<file path="src/rtl/irqd_pkg.sv">
package irqd_pkg;
  localparam int unsigned ADDR_W  = 10;
  localparam int unsigned REG_W   = 32;
  localparam int unsigned CAUSE_W = 16;
  localparam int unsigned PART_W  = 8;

  localparam logic [ADDR_W-1:0] A_ROUTE     = 10'h000;
  localparam logic [ADDR_W-1:0] A_CAUSE     = 10'h100;
  localparam logic [ADDR_W-1:0] A_IPISET    = 10'h140;
  localparam logic [ADDR_W-1:0] A_ENCLR     = 10'h180;
  localparam logic [ADDR_W-1:0] A_ENSET     = 10'h184;
  localparam logic [ADDR_W-1:0] A_ASSERT    = 10'h188;
  localparam logic [ADDR_W-1:0] A_ASSERTSET = 10'h18C;
  localparam logic [ADDR_W-1:0] A_PART      = 10'h190;
  localparam logic [ADDR_W-1:0] A_CFGID     = 10'h1A0;
  localparam logic [ADDR_W-1:0] A_STALL     = 10'h200;
  localparam logic [ADDR_W-1:0] A_COHER     = 10'h220;

  // true when addr lies in [base, base+count)
  function automatic logic win_hit(input logic [ADDR_W-1:0] addr,
                                   input logic [ADDR_W-1:0] base,
                                   input int unsigned count);
    return (32'(addr) >= 32'(base)) && ((32'(addr) - 32'(base)) < count);
  endfunction

  // configuration word: version | cores-1 | identifier
  function automatic logic [REG_W-1:0] cfg_word(input logic [9:0] ver,
                                                input int unsigned cores,
                                                input logic [17:0] ident);
    logic [3:0] c;
    c = 4'(cores - 1);
    return {ver, c, ident};
  endfunction
endpackage

</file>
<file path="src/rtl/irqd_sync.sv">
module irqd_sync #(
  parameter int unsigned W = 8
) (
  input  logic         clk,
  input  logic         rst_n,
  input  logic [W-1:0] d_i,
  output logic [W-1:0] q_o
);
  logic [W-1:0] stage1_q;
  logic [W-1:0] stage2_q;

  always_ff @(posedge clk or negedge rst_n) begin
    if (!rst_n) begin
      stage1_q <= '0;
      stage2_q <= '0;
    end else begin
      stage1_q <= d_i;
      stage2_q <= stage1_q;
    end
  end

  assign q_o = stage2_q;


  sync_delay_chk: assert property (@(posedge clk) disable iff (!rst_n)
    !$stable(q_o) |-> (q_o == $past(stage1_q)));
endmodule

</file>
<file path="src/rtl/irqd_route.sv">
module irqd_route #(
  parameter int unsigned NUM_IRQ   = 8,
  parameter int unsigned NUM_CORES = 4,
  localparam int unsigned IRQ_IW   = (NUM_IRQ > 1) ? $clog2(NUM_IRQ) : 1
) (
  input  logic                           clk,
  input  logic                           rst_n,
  input  logic [NUM_IRQ-1:0]             irq_lvl_i,
  input  logic                           route_we_i,
  input  logic [IRQ_IW-1:0]              route_idx_i,
  input  logic [NUM_CORES-1:0]           route_wmask_i,
  input  logic                           en_set_we_i,
  input  logic                           en_clr_we_i,
  input  logic [NUM_IRQ-1:0]             en_wmask_i,
  output logic [NUM_IRQ-1:0]             en_o,
  output logic [NUM_IRQ*NUM_CORES-1:0]   route_o,
  output logic [NUM_CORES*NUM_IRQ-1:0]   core_irq_o
);
  logic [NUM_IRQ-1:0]   en_q;
  logic [NUM_CORES-1:0] route_q [NUM_IRQ];
  logic [NUM_IRQ-1:0]   route_hit;
  logic [NUM_IRQ-1:0]   default_load;

  always_ff @(posedge clk or negedge rst_n) begin
    if (!rst_n)           en_q <= '0;
    else if (en_clr_we_i) en_q <= en_q & ~en_wmask_i;
    else if (en_set_we_i) en_q <= en_q | en_wmask_i;
  end

  assign en_o = en_q;

  for (genvar n = 0; n < NUM_IRQ; n++) begin : g_irq
    assign route_hit[n]    = route_we_i && (route_idx_i == IRQ_IW'(n));
    assign default_load[n] = en_set_we_i && en_wmask_i[n] && !en_q[n] &&
                             (route_q[n] == '0);

    always_ff @(posedge clk or negedge rst_n) begin
      if (!rst_n)               route_q[n] <= '0;
      else if (route_hit[n])    route_q[n] <= route_wmask_i;
      else if (default_load[n]) route_q[n] <= NUM_CORES'(1);
    end

    assign route_o[n*NUM_CORES +: NUM_CORES] = route_q[n];

    for (genvar c = 0; c < NUM_CORES; c++) begin : g_core
      assign core_irq_o[c*NUM_IRQ + n] = irq_lvl_i[n] & en_q[n] & route_q[n][c];
    end


    default_core0_chk: assert property (@(posedge clk) disable iff (!rst_n)
      default_load[n] |=> (route_q[n] == NUM_CORES'(1)));
  end


  en_clear_chk: assert property (@(posedge clk) disable iff (!rst_n)
    en_clr_we_i |=> ((en_o & $past(en_wmask_i)) == '0));

  en_set_chk: assert property (@(posedge clk) disable iff (!rst_n)
    (en_set_we_i && !en_clr_we_i) |=> ((en_o & $past(en_wmask_i)) == $past(en_wmask_i)));

  en_keep_chk: assert property (@(posedge clk) disable iff (!rst_n)
    (en_set_we_i || en_clr_we_i) |=>
      ((en_o & ~$past(en_wmask_i)) == ($past(en_o) & ~$past(en_wmask_i))));
endmodule

</file>
<file path="src/rtl/irqd_ipi.sv">
module irqd_ipi import irqd_pkg::*; #(
  parameter int unsigned NUM_CORES = 4,
  localparam int unsigned CORE_IW  = (NUM_CORES > 1) ? $clog2(NUM_CORES) : 1,
  localparam int unsigned CAUSE_IW = $clog2(CAUSE_W)
) (
  input  logic                          clk,
  input  logic                          rst_n,
  input  logic                          ack_we_i,
  input  logic [CORE_IW-1:0]            ack_idx_i,
  input  logic [CAUSE_W-1:0]            ack_mask_i,
  input  logic                          set_we_i,
  input  logic [CAUSE_IW-1:0]           set_idx_i,
  input  logic [NUM_CORES-1:0]          set_cores_i,
  output logic [NUM_CORES*CAUSE_W-1:0]  cause_o,
  output logic [NUM_CORES-1:0]          ipi_o
);
  logic [CAUSE_W-1:0]   cause_q [NUM_CORES];
  logic [NUM_CORES-1:0] ack_hit;
  logic [NUM_CORES-1:0] set_hit;

  for (genvar p = 0; p < NUM_CORES; p++) begin : g_core
    assign ack_hit[p] = ack_we_i && (ack_idx_i == CORE_IW'(p));
    assign set_hit[p] = set_we_i && set_cores_i[p];

    always_ff @(posedge clk or negedge rst_n) begin
      if (!rst_n)          cause_q[p] <= '0;
      else if (ack_hit[p]) cause_q[p] <= cause_q[p] & ~ack_mask_i;
      else if (set_hit[p]) cause_q[p] <= cause_q[p] | (CAUSE_W'(1) << set_idx_i);
    end

    assign cause_o[p*CAUSE_W +: CAUSE_W] = cause_q[p];
    assign ipi_o[p] = |cause_q[p];


    ack_clear_chk: assert property (@(posedge clk) disable iff (!rst_n)
      ack_hit[p] |=> ((cause_q[p] & $past(ack_mask_i)) == '0));

    ipi_set_chk: assert property (@(posedge clk) disable iff (!rst_n)
      (set_hit[p] && !ack_we_i) |=> cause_q[p][$past(set_idx_i)]);

    ipi_rise_chk: assert property (@(posedge clk) disable iff (!rst_n)
      $rose(ipi_o[p]) |-> $past(set_hit[p]));
  end
endmodule

</file>
<file path="src/rtl/irq_distributor.sv">
module irq_distributor import irqd_pkg::*; #(
  parameter int unsigned NUM_IRQ   = 8,
  parameter int unsigned NUM_CORES = 4,
  parameter logic [9:0]  VERSION   = 10'h023,
  parameter logic [17:0] IDENT     = 18'h2A5C3
) (
  input  logic                         clk,
  input  logic                         rst_n,
  input  logic [NUM_IRQ-1:0]           irq_in,
  input  logic [ADDR_W-1:0]            reg_addr,
  input  logic [REG_W-1:0]             reg_wdata,
  input  logic                         reg_we,
  input  logic                         reg_re,
  output logic [REG_W-1:0]             reg_rdata,
  output logic [NUM_CORES*NUM_IRQ-1:0] core_irq_o,
  output logic [NUM_CORES-1:0]         core_ipi_o,
  output logic [NUM_CORES-1:0]         core_stall_o,
  output logic                         coherent_en_o
);
  localparam int unsigned CORE_IW  = (NUM_CORES > 1) ? $clog2(NUM_CORES) : 1;
  localparam int unsigned IRQ_IW   = (NUM_IRQ > 1) ? $clog2(NUM_IRQ) : 1;
  localparam int unsigned CAUSE_IW = $clog2(CAUSE_W);
  localparam logic [REG_W-1:0] CFG_ID = cfg_word(VERSION, NUM_CORES, IDENT);

  // address decode
  logic hit_route, hit_cause, hit_ipiset, hit_enclr, hit_enset;
  logic hit_assert, hit_assertset, hit_part, hit_cfg, hit_stall, hit_coher;
  logic hit_readable;

  assign hit_route     = win_hit(reg_addr, A_ROUTE, NUM_IRQ);
  assign hit_cause     = win_hit(reg_addr, A_CAUSE, NUM_CORES);
  assign hit_ipiset    = win_hit(reg_addr, A_IPISET, CAUSE_W);
  assign hit_enclr     = (reg_addr == A_ENCLR);
  assign hit_enset     = (reg_addr == A_ENSET);
  assign hit_assert    = (reg_addr == A_ASSERT);
  assign hit_assertset = (reg_addr == A_ASSERTSET);
  assign hit_part      = (reg_addr == A_PART);
  assign hit_cfg       = (reg_addr == A_CFGID);
  assign hit_stall     = (reg_addr == A_STALL);
  assign hit_coher     = (reg_addr == A_COHER);
  assign hit_readable  = hit_route | hit_cause | hit_enclr | hit_assert |
                         hit_part | hit_cfg | hit_stall | hit_coher;

  logic [IRQ_IW-1:0]   route_idx;
  logic [CORE_IW-1:0]  core_idx;
  logic [CAUSE_IW-1:0] cause_idx;
  assign route_idx = reg_addr[IRQ_IW-1:0];
  assign core_idx  = reg_addr[CORE_IW-1:0];
  assign cause_idx = reg_addr[CAUSE_IW-1:0];

  // synchronizer
  logic [NUM_IRQ-1:0] irq_sync;
  irqd_sync #(.W(NUM_IRQ)) u_sync (
    .clk   (clk),
    .rst_n (rst_n),
    .d_i   (irq_in),
    .q_o   (irq_sync)
  );

  // enable and routing
  logic [NUM_IRQ-1:0]           en_vec;
  logic [NUM_IRQ*NUM_CORES-1:0] route_flat;
  irqd_route #(.NUM_IRQ(NUM_IRQ), .NUM_CORES(NUM_CORES)) u_route (
    .clk           (clk),
    .rst_n         (rst_n),
    .irq_lvl_i     (irq_sync),
    .route_we_i    (reg_we & hit_route),
    .route_idx_i   (route_idx),
    .route_wmask_i (reg_wdata[NUM_CORES-1:0]),
    .en_set_we_i   (reg_we & hit_enset),
    .en_clr_we_i   (reg_we & hit_enclr),
    .en_wmask_i    (reg_wdata[NUM_IRQ-1:0]),
    .en_o          (en_vec),
    .route_o       (route_flat),
    .core_irq_o    (core_irq_o)
  );

  // inter-processor causes
  logic [NUM_CORES*CAUSE_W-1:0] cause_flat;
  irqd_ipi #(.NUM_CORES(NUM_CORES)) u_ipi (
    .clk         (clk),
    .rst_n       (rst_n),
    .ack_we_i    (reg_we & hit_cause),
    .ack_idx_i   (core_idx),
    .ack_mask_i  (reg_wdata[CAUSE_W-1:0]),
    .set_we_i    (reg_we & hit_ipiset),
    .set_idx_i   (cause_idx),
    .set_cores_i (reg_wdata[NUM_CORES-1:0]),
    .cause_o     (cause_flat),
    .ipi_o       (core_ipi_o)
  );

  // miscellaneous registers
  logic [NUM_IRQ-1:0]   assert_q;
  logic [PART_W-1:0]    part_q;
  logic [NUM_CORES-1:0] stall_q;
  logic                 coher_q;

  always_ff @(posedge clk or negedge rst_n) begin
    if (!rst_n) begin
      assert_q <= '0;
      part_q   <= '0;
      stall_q  <= '0;
      coher_q  <= 1'b0;
    end else if (reg_we) begin
      if (hit_assertset) assert_q <= assert_q | reg_wdata[NUM_IRQ-1:0];
      if (hit_part)      part_q   <= reg_wdata[PART_W-1:0];
      if (hit_stall)     stall_q  <= reg_wdata[NUM_CORES-1:0];
      if (hit_coher)     coher_q  <= reg_wdata[0];
    end
  end

  assign core_stall_o  = stall_q;
  assign coherent_en_o = coher_q;

  // read path
  logic [REG_W-1:0] rd_next;
  logic [REG_W-1:0] rdata_q;

  always_comb begin
    rd_next = '0;
    if (hit_route)       rd_next = REG_W'(route_flat[route_idx*NUM_CORES +: NUM_CORES]);
    else if (hit_cause)  rd_next = REG_W'(cause_flat[core_idx*CAUSE_W +: CAUSE_W]);
    else if (hit_enclr)  rd_next = REG_W'(en_vec);
    else if (hit_assert) rd_next = REG_W'(assert_q);
    else if (hit_part)   rd_next = REG_W'(part_q);
    else if (hit_cfg)    rd_next = CFG_ID;
    else if (hit_stall)  rd_next = REG_W'(stall_q);
    else if (hit_coher)  rd_next = REG_W'(coher_q);
  end

  always_ff @(posedge clk or negedge rst_n) begin
    if (!rst_n)      rdata_q <= '0;
    else if (reg_re) rdata_q <= rd_next;
  end

  assign reg_rdata = rdata_q;

  logic unused_wdata;
  assign unused_wdata = ^reg_wdata;


  unmapped_zero_chk: assert property (@(posedge clk) disable iff (!rst_n)
    (reg_re && !hit_readable) |=> (reg_rdata == '0));

  rdata_hold_chk: assert property (@(posedge clk) disable iff (!rst_n)
    !reg_re |=> $stable(reg_rdata));

  assert_sticky_chk: assert property (@(posedge clk) disable iff (!rst_n)
    1'b1 |=> ((assert_q & $past(assert_q)) == $past(assert_q)));

  stall_load_chk: assert property (@(posedge clk) disable iff (!rst_n)
    (reg_we && hit_stall) |=> (core_stall_o == $past(reg_wdata[NUM_CORES-1:0])));
endmodule

</file>
<file path="config.mk">
export PLATFORM = sky130hd
export DESIGN_NAME = irq_distributor
export DESIGN_NICKNAME = d
export VERILOG_FILES = /design/src/rtl/irqd_pkg.sv /design/src/rtl/irqd_sync.sv /design/src/rtl/irqd_route.sv /design/src/rtl/irqd_ipi.sv /design/src/rtl/irq_distributor.sv
export SDC_FILE = /design/constraint.sdc
export NUM_CORES = 1
export LEC_CHECK = 0
export BUFFER_PORTS_ARGS = -buffer_cell sky130_fd_sc_hd__clkbuf_2
export CAP_MARGIN = 10
export CORE_MARGIN = 2
export CORE_UTILIZATION = 35
export CTS_BUF_LIST = sky130_fd_sc_hd__clkbuf_4 sky130_fd_sc_hd__clkbuf_8
export CTS_CLUSTER_SIZE = 25
export DETAILED_ROUTE_END_ITERATION = 8
export MAX_ROUTING_LAYER = met4
export PLACE_DENSITY = 0.54
export SLEW_MARGIN = 40
export SYNTH_ARGS = -nofsm -noshare
export SYNTH_HDL_FRONTEND = slang
export SYNTH_SLANG_ARGS = --single-unit
</file>
<file path="constraint.sdc">
create_clock -name clk -period 2.14 [get_ports clk]
set_input_delay 0.107 -clock clk [delete_from_list [all_inputs] [get_ports clk]]
set_output_delay 0.107 -clock clk [all_outputs]
set_load 0.05 [all_outputs]
</file>
## Word level (Yosys, flattened, before mapping)

Cells that the tools add are included.
Widths: inputs -> output; s select.

| operators by class | value |
|---|---|
| mux-type cells | 34 |
| add/subtract/negate cells | 2 |
| $lt $le $gt $ge | 5 |
| shift-type cells | 3 |
| bitwise logic cells | 58 |
| reductions and logical operators | 81 |
| eq/ne operators | 18 |

Operators by type and width:

| operator | number |
|---|---|
| $mux 28 | 6 |
| $mux 16 | 8 |
| $mux 4 | 17 |
| $and 16x16->16 | 4 |
| $or 16x16->16 | 4 |
| $reduce_or 16->1 | 4 |
| $shiftx 64x7->16 | 1 |
| $eq 10x9->1 const B | 6 |
| $and 1x1->1 | 45 |
| $logic_and 1x1->1 | 42 |
| $logic_not 4->1 | 8 |
| $lt 32x3->1 const B | 1 |
| $lt 32x5->1 const B | 1 |
| $shiftx 32x6->4 | 1 |
| $reduce_bool 2->1 | 13 |
| $sub 10x9->11 const B | 2 |
| $eq 10x10->1 const B | 2 |
| $ge 10x9->1 const B | 2 |
| $mux 8 | 2 |
| $not 16->16 | 1 |
| $or 8x8->8 | 2 |
| $shl 1x4->16 const A | 1 |
| $eq 3x3->1 const B | 4 |
| $lt 10x4->1 const B | 1 |
| 11 further kinds | 23 |

| word-level totals | value |
|---|---|
| word-level logic and storage cells | 221 |
| flip-flop bits (word level) | 173 |
| output and inout bits | 73 |

## Depth between registers and ports, before layout

Gate-level depths: netlist of run 1.

| depth | value |
|---|---|
| depth in word-level cells | 9 |
| mapped depth | 8 |
| gate-level depth less buffers | 5 |

## Cells and area by module

A second synthesis of run 1 with hierarchy kept.

| unflattened totals | value |
|---|---|
| cell total of the unflattened synthesis | 766 |
| area total of the unflattened synthesis | 8617.0 sq um |

Modules (own cells, without submodules):

| module | area each (sq um) | cells an instance | instances | sequential area each (sq um) |
|---|---|---|---|---|
| irqd_ipi | 3549.7 | 336 | 1 | 1601.5 |
| irq_distributor | 2811.4 | 257 | 1 | 950.9 |
| irqd_route | 1855.5 | 157 | 1 | 1001.0 |
| irqd_sync | 400.4 | 16 | 1 | 400.4 |

## Worst setup path before layout of run 1

Ideal clock, no wire load.

| timing | value |
|---|---|
| path kind | input to register |
| start | in reg_addr[4] |
| end | reg u_route.route_q (netlist bit u_route.route_o[17]) |
| setup time | 0.125 ns |
| data arrival time | 1.672 ns |
| path slack | 0.343 ns |
| data required time | 2.015 ns |
| stages | 6 |
| cells stage by stage | buf_4 > or4_4 > nor4_4 > nand2_2 > nor2_4 > mux2_2 |

| on the way | value |
|---|---|
| cells in the longest elaborated chain, start to end | 6 |

Ends and longest elaborated chain:

| what | RTL line | text |
|---|---|---|
| start, declared | irq_distributor.sv:10 | `input logic [ADDR_W-1:0] reg_addr,` |
| branches (longest 6 deep; another with $lt 10x4->1) | -- |  |
| end signal, assigned by index | irqd_route.sv:39 | `else if (route_hit[n]) route_q[n] <= route_wmask_i;` |
| end, declared | irqd_route.sv:20 | `logic [NUM_CORES-1:0] route_q [NUM_IRQ];` |

Several ways; the timed one is not identified.
A chain may end at the register's enable or synchronous reset.

## Final worst setup path of run 1

| timing | value |
|---|---|
| start | reg u_ipi.cause_q (netlist bit u_ipi.cause_o[46]) |
| end | out core_ipi_o[2] |

| on the way | value |
|---|---|
| cells in the longest elaborated chain, start to end | 1 |

Ends and longest elaborated chain:

| what | RTL line | text |
|---|---|---|
| start, declared | irqd_ipi.sv:17 | `logic [CAUSE_W-1:0] cause_q [NUM_CORES];` |
| start signal, assigned by index | irqd_ipi.sv:27 | `else if (ack_hit[p]) cause_q[p] <= cause_q[p] & ~ack_mask_i;` |
| start signal, assigned by index | irqd_ipi.sv:28 | `else if (set_hit[p]) cause_q[p] <= cause_q[p] \| (CAUSE_W'(1) << set_idx_i);` |
| $reduce_or 16->1 | irqd_ipi.sv:32 | `assign ipi_o[p] = \|cause_q[p];` |
| end, declared | irq_distributor.sv:16 | `output logic [NUM_CORES-1:0] core_ipi_o,` |

No other way between the ends.

==> results of run 1 <==
[state kept, by name, summed over array words and instances (netlist names), named ones only]
register and flops:
assert_q 8, coherent_en_o 1, core_stall_o 4, part_q 8
reg_rdata 17, u_ipi.cause_o 64, u_route.route_o 32, u_sync.q_o 8
u_sync.stage1_q 8
[worst paths after layout]
| check | end | slack (ns) | cells after the start |
|---|---|---|---|
| setup / recovery | core_ipi_o[2] | 0.16 | 3 |
| hold / removal | flop | 0.02 | 2 |
| setup reg to reg | reg_rdata[1]$_DFFE_PN0P_ | 0.50 | 4 |
| hold reg to reg | u_sync.q_o[3]$_DFF_PN0_ | 0.36 | 0 |
| max in group asynchronous | u_ipi.cause_o[37]$_DFFE_PN0P_ | 1.29 | 3 |
| min in group asynchronous | u_sync.stage1_q[5]$_DFF_PN0_ | 0.19 | 2 |
[worst reg2reg max path, delay by kind of cell, from the launching register on]
family,cells,cell delay [ns]
DFF,1,0.42
and+or+nand+nor,1,0.11
muxes,2,0.72
AOI/OAI and AO/OA,1,0.27
[final cells by class]
cell class	count	area (sq um)	share of cell area, %
multi-input combinational	496	3490	36.9
timing repair buffer	179	1190	12.6
clock buffer	22	284	3.00
tap	280	350	3.70
clock inverter	10	161	1.70
sequential	158	3950	41.7
inverter	11	41.3	0.436
[cell families after synthesis]
family | count (synthesis) | share of synthesized area (%)
buffers and inverters | 77 | 4.82
other | 1 | 0.0481
AO/OA/AOI/OAI | 195 | 15.2
flip-flops | 158 | 50.8
multiplexers | 66 | 12.9
AND/OR/NAND/NOR | 225 | 16.2
[layer usage]
| layer | up-vias | routed length [microns] | global-route usage [%] |
|---|---|---|---|
| li1 | 2955 | - | - |
| met1 | 3355 | 11300 | 31.9 |
| met2 | 295 | 11500 | 32.6 |
| met3 | 29 | 2110 | 5.39 |
| met4 | 0 | 503 | 6.04 |
| met5 | - | 0 | - |
[cell usage after synthesis, types with 3 or more instances]
cell type / number
sky130_fd_sc_hd__a22o_1: 20
sky130_fd_sc_hd__o21ai_0: 18
sky130_fd_sc_hd__mux4_2: 24
sky130_fd_sc_hd__nor2_4: 3
sky130_fd_sc_hd__nor2_1: 27
sky130_fd_sc_hd__a31oi_1: 22
sky130_fd_sc_hd__nor4_1: 28
sky130_fd_sc_hd__a221oi_1: 4
sky130_fd_sc_hd__nand3_1: 18
sky130_fd_sc_hd__and2_1: 3
sky130_fd_sc_hd__clkbuf_1: 27
sky130_fd_sc_hd__inv_1: 10
sky130_fd_sc_hd__mux2_2: 36
sky130_fd_sc_hd__nand2b_1: 6
sky130_fd_sc_hd__or2_2: 3
sky130_fd_sc_hd__buf_4: 16
sky130_fd_sc_hd__and3_1: 44
sky130_fd_sc_hd__o21a_1: 4
sky130_fd_sc_hd__a21oi_1: 101
sky130_fd_sc_hd__nand4_1: 7
sky130_fd_sc_hd__buf_2: 19
sky130_fd_sc_hd__a21o_1: 6
sky130_fd_sc_hd__nand2_1: 57
sky130_fd_sc_hd__dfrtp_1: 158
sky130_fd_sc_hd__nor3_1: 5
sky130_fd_sc_hd__o22ai_1: 3
sky130_fd_sc_hd__mux2i_1: 6
sky130_fd_sc_hd__nor2b_1: 8
[power breakdown]
part / switching (uW) / internal, uW
Sequential: 52.9 / 3040
Clock: 1120 / 1370
Combinational: 475 / 219
[cells in the final DEF (no fill, tap or decap), types with 24 or more instances in the layout]
cell	instances
sky130_fd_sc_hd__dfrtp_1	158
sky130_fd_sc_hd__a21oi_1	101
sky130_fd_sc_hd__clkbuf_2	99
sky130_fd_sc_hd__buf_4	58
sky130_fd_sc_hd__nand2_1	57
sky130_fd_sc_hd__and3_1	44
sky130_fd_sc_hd__mux2_2	36
sky130_fd_sc_hd__nor4_1	28
sky130_fd_sc_hd__nor2_1	27
sky130_fd_sc_hd__mux4_2	24
[stage by stage]
step                      instance area (sq um)  setup WS (ns)  hold slack [ns]
after floorplan                            7820          0.343           -0.189
after global placement                     8860         0.0897            0.131
after detailed placement                   8860          0.125            0.130
after CTS                                  9480          0.149         0.000481
after global routing                       9480         0.0541           0.0325
final                                      9480          0.160           0.0183
==> flow_summary.yaml, run 1 <==
synthesis:
  yosysTopAreaCellShare_pct: 50.8
  synth.yosys.warnings: 0
  sequential_fraction_of_the_synthesis_area_pct: 50.8
  synth_top_flop_cell: "sky130_fd_sc_hd__dfrtp_1"
  asyncSetResetFlopFracSynth_pct: 100
  post_syn_instances: 722
  avgSynthCellArea_sq_um: 10.8
  synth-edff-count: 0
  post-synth-top-area-cell: "sky130_fd_sc_hd__dfrtp_1"
  synth_cell_type_count: 55
  number_of_register_bits_inferred_by_synthesis: 158
  netlist_top_cells_area: "sky130_fd_sc_hd__dfrtp_1 (51%), sky130_fd_sc_hd__mux4_2 (6.9%), sky130_fd_sc_hd__a21oi_1 (6.5%)"
  post_synth_instance_area_sq_um: 7790
global_routing:
  grt_overflow_total: 0
  antenna_found_initial: 0
  wire_length_of_the_first_global_routing_pass_microns: 39200
  grt_pass1_vias: 6547
  grt_start_max_net_pins: 59
  grt_util_all_layers_pct: 22.5
power_and_ir_drop:
  fin_total_pwr_uw: 6290
  p_leak_uw: 0.00461
  power.density_cell_area_nw_per_um2: 663
  max-vdd-ir-drop_v: 0.000364
placed_design:
  portBuffers: 100
  cell_count_after_placement: 1107
  place.detailed.hpwl_microns: 19100
  place_congestion: 0.902
sta:
  fin_crit_sh_pct: 92.5
  period_minus_slack_ns: 1.98
  max_slew_margin_pct: 62.0
  slew_at_the_pin_closest_to_its_max_slew_limit_ns: 0.570
  final-max-slew-violation-count: 0
  maximum_clock_frequency_ghz: 0.505
  finalSetupTns_ns: 0
  count_of_endpoints_failing_hold_in_the_final_timing_report: 0
  rsz0062_at_grt: "no"
  fin_worst_skew_ns: 0.00983
  setup_viol: 0
floorplan:
  chipWidth_microns: 153
  placement_rows: 54
  dieHeight_microns: 153
  core-area_sq_um: 21800
  initial_core_util_pct: 35.7
  fp.dieArea_sq_um: 23500
  io-pin-count: 127
critical_path:
  timing.critical_path.cells: "nor4_1 -> nand4_1 -> clkbuf_2"
  worstSetupStartpoint: "u_ipi.cause_o[46]$_DFFE_PN0P_"
  crit_slowest_cell: "sky130_fd_sc_hd__nor4_1"
  critical_path_buffer_and_inverter_count: 1
  critical_path.startpoint_type: "flop"
  worst_ep_arrival_ns: 1.87
  worstSetupEndpointType: "output port"
  cp_max_fo: 3
  critical_path_required_ns: 2.03
  largest_stage_delay_on_the_critical_path_ns: 0.52
  worst_path_dominant_cell_family: "simple AND/OR/NAND/NOR gates"
  regToRegStartpoint: "u_route.route_o[25]$_DFFE_PN0P_"
  worst-setup-path-type: "reg -> out"
cts:
  ctsHoldBuffers: 17
  numCtsBuffers: 17
  path_clk_slew_ns: 0.09
  cts_max_level: 4
  clk_root_buffer_cell: "sky130_fd_sc_hd__clkbuf_8"
  post_cts_resized: 0
  clockBufferDepth: 2
  cts_tree: "built"
  cts.repair_timing.setup_buffer_count: 0
  clock_insertion_delay_worst_skew_ns: 0.46
  cts_num_sinks: 158
layout:
  antenna_cells_inserted: 0
  syn_to_final_growth_pct: 21.7
  fin_util_pct: 43.4
  fillCellCount: 2068
  post_layout_nonfiller_instances: 1156
  final_nets: 917
  layout-drive-gt1-share_pct: 30.4
detailed_routing:
  routed_via_density: 5.74
  dr_total_vias: 6634
  antenna_violating_nets_post_route: 0
  routed_wl_microns: 25400
  detail_routed_net_length_per_standard_cell_microns: 22.0
  first_iter_violations: 558
  dr.pass1.iters: 5
  post-route-drc-count: 0
run_status:
  run_status: "finished, final reports clean"
worst_hold_path:
  min_from: "reg_wdata[4]"
  min_path_type: "in -> reg"
flow_run:
  cap_viol_max_count: 0
No activity file was read; power rests on OpenSTA's default activity.
==> run 2: changes to the inputs <==
--- a/config.mk
+++ b/config.mk
@@ -5,8 +5,10 @@
 export SDC_FILE = /design/constraint.sdc
 export NUM_CORES = 1
 export LEC_CHECK = 0
+export ABC_AREA = 1
 export BUFFER_PORTS_ARGS = -buffer_cell sky130_fd_sc_hd__clkbuf_2
 export CAP_MARGIN = 10
+export CORE_ASPECT_RATIO = 1.75
 export CORE_MARGIN = 2
 export CORE_UTILIZATION = 35
 export CTS_BUF_LIST = sky130_fd_sc_hd__clkbuf_4 sky130_fd_sc_hd__clkbuf_8
==> run 2 against run 1 <==
Hold slack improved by 0.058 ns. Flip-flop and latch count did not move. Critical path depth stayed put. Setup slack worse by 0.076 ns. Critical path type unchanged. Die area up 0.76%. Final cell count is 21% higher. Synthesized area is 0.58% higher. Total power shrank 3.6%. Wire length rose by 12%. Highest routed layer unchanged. Non-clock buffer count down 11.
==> flow_summary.yaml, run 2 <==
layout:
  antenna_cells_inserted: 0
  layout-drive-gt1-share_pct: 19.6
  finish.instance_area_sq_um: 9500
  fillCellCount: 2309
  largest_register_ff_count: 64
  syn_to_final_growth_pct: 21.2
  most-common-layout-cells: "sky130_fd_sc_hd__dfrtp_1 (158), sky130_fd_sc_hd__nand2_1 (135), sky130_fd_sc_hd__inv_1 (133), sky130_fd_sc_hd__clkbuf_2 (99)"
  fin_util_pct: 43.0
  final_nets: 1148
  most_common_library_cell_in_the_layout_ignoring_fill_and_taps: "sky130_fd_sc_hd__dfrtp_1"
placed_design:
  place_congestion: 0.944
  placement.setup.worst_slack_ns: 0.284
  place.detailed.hpwl_microns: 22000
  portBuffers: 100
  place_area_sq_um: 8850
floorplan:
  core-area_sq_um: 22100
  fp.dieArea_sq_um: 23600
  io-pin-count: 127
  placement_rows: 72
  dieHeight_microns: 202
  chipWidth_microns: 117
  initial_core_util_pct: 35.5
synthesis:
  synth.yosys.warnings: 0
  synth_top_flop_cell: "sky130_fd_sc_hd__dfrtp_1"
  synth.cells.most_frequent: "sky130_fd_sc_hd__dfrtp_1 (158), sky130_fd_sc_hd__nand2_1 (135), sky130_fd_sc_hd__inv_1 (133)"
  asyncSetResetFlopFracSynth_pct: 100
  sequential_fraction_of_the_synthesis_area_pct: 50.5
  synth_cell_type_count: 42
  post_syn_instances: 938
  synth-edff-count: 0
  avgSynthCellArea_sq_um: 8.35
  netlist_top_cells_area: "sky130_fd_sc_hd__dfrtp_1 (50%), sky130_fd_sc_hd__nand2_1 (6.5%), sky130_fd_sc_hd__inv_1 (6.4%)"
  number_of_register_bits_inferred_by_synthesis: 158
  post_synth_instance_area_sq_um: 7830
  synthMostInstantiatedCell: "sky130_fd_sc_hd__dfrtp_1"
  yosysTopAreaCellShare_pct: 50.5
  post-synth-top-area-cell: "sky130_fd_sc_hd__dfrtp_1"
power_and_ir_drop:
  max-vdd-ir-drop_v: 0.000400
  power.combinational.fraction_pct: 10.6
  swShare_pct: 28.9
  fin_total_pwr_uw: 6060
  p_leak_uw: 0.00481
  total_switching_power_uw: 1750
  internal_power_uw: 4310
  clock_group_share_of_total_power_pct: 38.6
  power.share.sequential_pct: 50.9
  power.density_cell_area_nw_per_um2: 638
critical_path:
  worst-setup-path-type: "reg -> out"
  worst_ep_arrival_ns: 1.95
  critical_path.reg2reg.endpoint: "reg_rdata[5]$_DFFE_PN0P_"
  regToRegStartpoint: "u_ipi.cause_o[53]$_DFFE_PN0P_"
  critical_path_required_ns: 2.03
  worstSetupStartpoint: "u_ipi.cause_o[43]$_DFFE_PN0P_"
  ff2ff_path_depth: 6
  reg2reg_slack_ns: 0.76
  critical_path.startpoint_type: "flop"
  worstSetupEndpointType: "output port"
  cp_max_fo: 3
  critPathCapture: "core_ipi_o[2]"
worst_hold_path:
  min_path_type: "in -> reg"
  whs_path_depth: 4
sta:
  maximum_clock_frequency_ghz: 0.486
  finalSetupTns_ns: 0
  setup_viol: 0
  max_slew_margin_pct: 51.7
  final-max-slew-violation-count: 0
  slew_at_the_pin_closest_to_its_max_slew_limit_ns: 0.724
  rsz0062_at_grt: "no"
  fin_ws_ns: 0.0843
  period_minus_slack_ns: 2.06
  fin_worst_skew_ns: 0.0160
  fin_crit_sh_pct: 96.1
  count_of_endpoints_failing_hold_in_the_final_timing_report: 0
global_routing:
  grt_pass1_vias: 7602
  grt_overflow_total: 0
  wire_length_of_the_first_global_routing_pass_microns: 43600
  antenna_found_initial: 0
  grt_start_max_net_pins: 60
  grt_util_all_layers_pct: 25.8
detailed_routing:
  routed_via_density: 5.32
  detail_routed_net_length_per_standard_cell_microns: 20.3
  antenna_violating_nets_post_route: 0
  dr_total_vias: 7467
  dr.pass1.iters: 7
  first_iter_violations: 522
  post-route-drc-count: 0
  routed_wl_microns: 28500
cts:
  cts_max_level: 4
  clk_root_buffer_cell: "sky130_fd_sc_hd__clkbuf_8"
  numCtsBuffers: 17
  post_cts_resized: 0
  ctsHoldBuffers: 24
  path_clk_slew_ns: 0.09
  cts_tree: "built"
  clockBufferDepth: 2
  clock_insertion_delay_worst_skew_ns: 0.49
  cts.repair_timing.setup_buffer_count: 0
  cts_num_sinks: 158
flow_run:
  cap_viol_max_count: 0
run_status:
  run_status: "finished, final reports clean"
-- run 2: cell types whose count changed after synthesis, sizes merged, moves of 44 or more --
cell / delta
nand2: +83
inv: +139
a21oi: -56
o21ai: +101
and3: -44
nor2: +67
-- run 2: area by class of cell --
type                    count  area, sq um  area share (%)
well taps                 296          370            3.90
clock buffers              18          248            2.61
multi-input cells         597         3110            32.7
clock inverters            14          156            1.65
flip-flops and latches    158         3950            41.6
repair buffers            168         1090            11.5
inverters                 152          571            6.01
-- run 2: routing by layer --
| metal | vias up | global-route usage, % | wire length [microns] |
|---|---|---|---|
| li1 | 3464 | - | - |
| met1 | 3582 | 27.1 | 10400 |
| met2 | 296 | 43.8 | 14800 |
| met3 | 125 | 3.84 | 1180 |
| met4 | 0 | 17.4 | 2240 |
| met5 | - | - | 0 |
-- run 2: logic make-up (layout without fill, tap and decap cells) --
group                  Yosys count  after routing  share of synthesized area (%)
AND/OR/NAND/NOR                322            322                           19.1
AO/OA/AOI/OAI                  265            265                           20.1
buffers and inverters          192            352                           10.3
flip-flops                     158            158                           50.5
other                            1             10                         0.0479
-- run 2: power groups by stage --
| stage | registers, uW | clock network, uW | logic (uW) |
|---|---|---|---|
| floorplan | 3140 | 0 | 318 |
| global placement | 3140 | 0 | 605 |
| detailed placement | 3140 | 0 | 607 |
| CTS | 3080 | 2370 | 643 |
| global route | 3090 | 2480 | 688 |
| finish | 3080 | 2340 | 640 |
-- run 2: worst min path at each step --
stage,slack (ns),to,startpoint
after floorplan,-0.19,asynchronous set/reset pin,rst_n
after global placement,0.11,part_q[3]$_DFFE_PN0P_,rst_n
after detailed placement,0.12,core_stall_o[3]$_DFFE_PN0P_,rst_n
after CTS,0.05,u_route.route_o[7]$_DFFE_PN0P_,reg_wdata[1]
after global routing,0.10,u_route.route_o[7]$_DFFE_PN0P_,reg_wdata[1]
final,0.08,u_route.route_o[7]$_DFFE_PN0P_,reg_wdata[1]
-- run 2: worst max-delay path: stages (launching register included) --
cell and delay [ns]:
sky130_fd_sc_hd__dfrtp_1 0.44, sky130_fd_sc_hd__nor4_1 0.51, sky130_fd_sc_hd__nand4_1 0.22, sky130_fd_sc_hd__clkbuf_2 0.30
-- run 2: per-stage QoR --
stage               hold WS [ns]  cells
floorplan                 -0.189    947
global placement           0.111   1347
detailed placement         0.121   1347
CTS                       0.0461   1403
global route               0.102   1403
finish                    0.0765   1403
==> run 3: changes to the inputs <==
==> constraint.sdc (replaced) <==
create_clock -name clk -period 2 [get_ports clk]
set_input_delay 0.1 -clock clk [delete_from_list [all_inputs] [get_ports clk]]
set_output_delay 0.1 -clock clk [all_outputs]
set_load 0.05 [all_outputs]
==> run 3 against run 2 <==
Critical path depth unchanged. Final cell count up 0.50%. Combinational power up 9.1%. Clock power down 9.0%. Critical endpoint is now core_ipi_o[3]. Utilization up 0.19 points. Flip-flop and latch count unchanged. Hold slack worse by 0.035 ns. Global-route usage up 0.31 points. Clock skew down 0.0014 ns. Clock-buffer cell count up 1. Sequential share of layout area down 0.18 points. Critical path type unchanged. Setup slack better by 0.0011 ns.
==> flow_summary.yaml, run 3 (synthesis results as in run 2) <==
run_status:
  run_status: "finished, final reports clean"
critical_path:
  crit_slowest_cell: "sky130_fd_sc_hd__dfrtp_1"
  critical_path_buffer_and_inverter_count: 1
  worst-setup-path-type: "reg -> out"
  critical_path_required_ns: 1.90
  regToRegStartpoint: "u_route.route_o[19]$_DFFE_PN0P_"
  critical_path.startpoint_type: "flop"
  critical_path.reg2reg.endpoint: "reg_rdata[3]$_DFFE_PN0P_"
  worst_ep_arrival_ns: 1.81
  largest_stage_delay_on_the_critical_path_ns: 0.43
  worstSetupStartpoint: "u_ipi.cause_o[50]$_DFFE_PN0P_"
  worst_path_dominant_cell_family: "simple AND/OR/NAND/NOR gates"
  timing.critical_path.cells: "nor4_2 -> nand4_1 -> clkbuf_2"
  ff2ff_path_depth: 6
  cp_max_fo: 4
  worstSetupEndpointType: "output port"
  reg2reg_slack_ns: 0.57
floorplan:
  chipWidth_microns: 117
  placement_rows: 72
  io-pin-count: 127
  fp.dieArea_sq_um: 23600
  dieHeight_microns: 202
  initial_core_util_pct: 35.5
  core-area_sq_um: 22100
layout:
  layout-drive-gt1-share_pct: 20.4
  syn_to_final_growth_pct: 21.8
  register_area_sq_um: 3950
  most-common-layout-cells: "sky130_fd_sc_hd__dfrtp_1 (158), sky130_fd_sc_hd__nand2_1 (135), sky130_fd_sc_hd__inv_1 (133), sky130_fd_sc_hd__clkbuf_2 (99)"
  most_common_library_cell_in_the_layout_ignoring_fill_and_taps: "sky130_fd_sc_hd__dfrtp_1"
  finish.instance_area_sq_um: 9540
  fillCellCount: 2283
  final_nets: 1157
  multiInputGateArea_sq_um: 3130
  largest_register_ff_count: 64
detailed_routing:
  routed_wl_microns: 28700
  first_iter_violations: 495
  antenna_violating_nets_post_route: 0
  dr.pass1.iters: 6
  routed_via_density: 5.28
  dr_total_vias: 7444
  detail_routed_net_length_per_standard_cell_microns: 20.4
  post-route-drc-count: 0
worst_hold_path:
  min_from: "reg_addr[4]"
  hold_end: "coherent_en_o$_DFFE_PN0P_"
  min_path_type: "in -> reg"
  whs_path_depth: 6
cts:
  cts_tree: "built"
  cts.repair_timing.setup_buffer_count: 0
  clockBufferDepth: 2
  cts_max_level: 4
  clock_insertion_delay_worst_skew_ns: 0.49
  path_clk_slew_ns: 0.09
  clk_root_buffer_cell: "sky130_fd_sc_hd__clkbuf_8"
  cts_num_sinks: 158
  numCtsBuffers: 17
placed_design:
  place_area_sq_um: 8950
  place.detailed.hpwl_microns: 22100
  portBuffers: 100
  place_congestion: 0.934
sta:
  period_minus_slack_ns: 1.91
  fin_crit_sh_pct: 95.7
  setup_viol: 0
  rsz0062_at_grt: "no"
  count_of_endpoints_failing_hold_in_the_final_timing_report: 0
  final-max-slew-violation-count: 0
  finalSetupTns_ns: 0
  slew_at_the_pin_closest_to_its_max_slew_limit_ns: 0.773
  maximum_clock_frequency_ghz: 0.522
  fin_worst_skew_ns: 0.0146
  max_slew_margin_pct: 48.4
power_and_ir_drop:
  power.share.sequential_pct: 53.8
  internal_power_uw: 4330
  total_switching_power_uw: 1800
  power.combinational.fraction_pct: 11.4
  p_leak_uw: 0.00483
  clock_group_share_of_total_power_pct: 34.8
  power.density_cell_area_nw_per_um2: 643
  swShare_pct: 29.3
  max-vdd-ir-drop_v: 0.000473
global_routing:
  grt_pass1_vias: 7523
  grt_util_all_layers_pct: 26.2
  wire_length_of_the_first_global_routing_pass_microns: 43900
  antenna_found_initial: 0
  grt_overflow_total: 0
  grt_start_max_net_pins: 55
flow_run:
  cap_viol_max_count: 0
## run 3: what timing repair did
item                                    in CTS  in global routing
hold endpoints to repair                   155                  0
endpoints found under the setup margin       3                  0
hold buffers                                24                  0
gates resized for setup                      4                  0
## run 3: worst max-delay path by stage
stage	endpoint	slack (ns)	depth (start not counted)
finish	core_ipi_o[3]	0.09	3
global route	core_ipi_o[3]	0.02	3
CTS	core_ipi_o[1]	0.06	3
detailed placement	u_route.route_o[25]$_DFFE_PN0P_	0.07	10
global placement	u_route.route_o[25]$_DFFE_PN0P_	0.08	10
floorplan	u_ipi.cause_o[33]$_DFFE_PN0P_	0.56	11
## run 3: power groups by stage
stage          Clock [uW]  Combinational [uW]  Sequential, uW
2_1_floorplan           0                 340            3360
4_1_cts              2180                 699            3300
3_5_place_dp            0                 659            3360
5_1_grt              2310                 755            3310
3_3_place_gp            0                 657            3360
6_report             2130                 698            3300
## run 3: cell type report
type                    count  area share (%)
inverters                 152            5.98
diodes                      1          0.0262
clock inverters            10           0.735
flip-flops and latches    158            41.4
clock buffers              19            2.68
repair buffers            177            12.4
multi-input cells         597            32.9
well taps                 296            3.88
## run 3: routing by layer
layer	global-route usage [%]	vias up	wire, microns
met5	-	-	0
met4	15.0	0	1710
met3	3.60	99	1450
met2	44.4	318	15200
met1	28.7	3546	10400
li1	-	3481	-
## run 3: metrics by stage
| stage | cells | hold WS, ns | utilization [%] | total power (uW) | worst slack (ns) |
|---|---|---|---|---|---|
| 3_5_place_dp | 1356 | 0.105 | 40.5 | 4020 | 0.0739 |
| 4_1_cts | 1409 | 0.0329 | 43.2 | 6180 | 0.0618 |
| 6_report | 1410 | 0.0416 | 43.2 | 6130 | 0.0854 |
| 2_1_floorplan | 947 | -0.196 | - | 3700 | 0.558 |
| 3_3_place_gp | 1356 | 0.103 | 40.5 | 4020 | 0.0762 |
| 5_1_grt | 1409 | 0.0891 | 43.2 | 6370 | 0.0159 |
## run 3: worst reg2reg max path, cell delays in order, from the launching register on
cell	delay (ns)
sky130_fd_sc_hd__dfrtp_1	0.36
sky130_fd_sc_hd__inv_1	0.12
sky130_fd_sc_hd__nor2_1	0.07
sky130_fd_sc_hd__nor4_1	0.49
sky130_fd_sc_hd__nor2_1	0.12
sky130_fd_sc_hd__nor2_1	0.10
sky130_fd_sc_hd__nand2_1	0.05
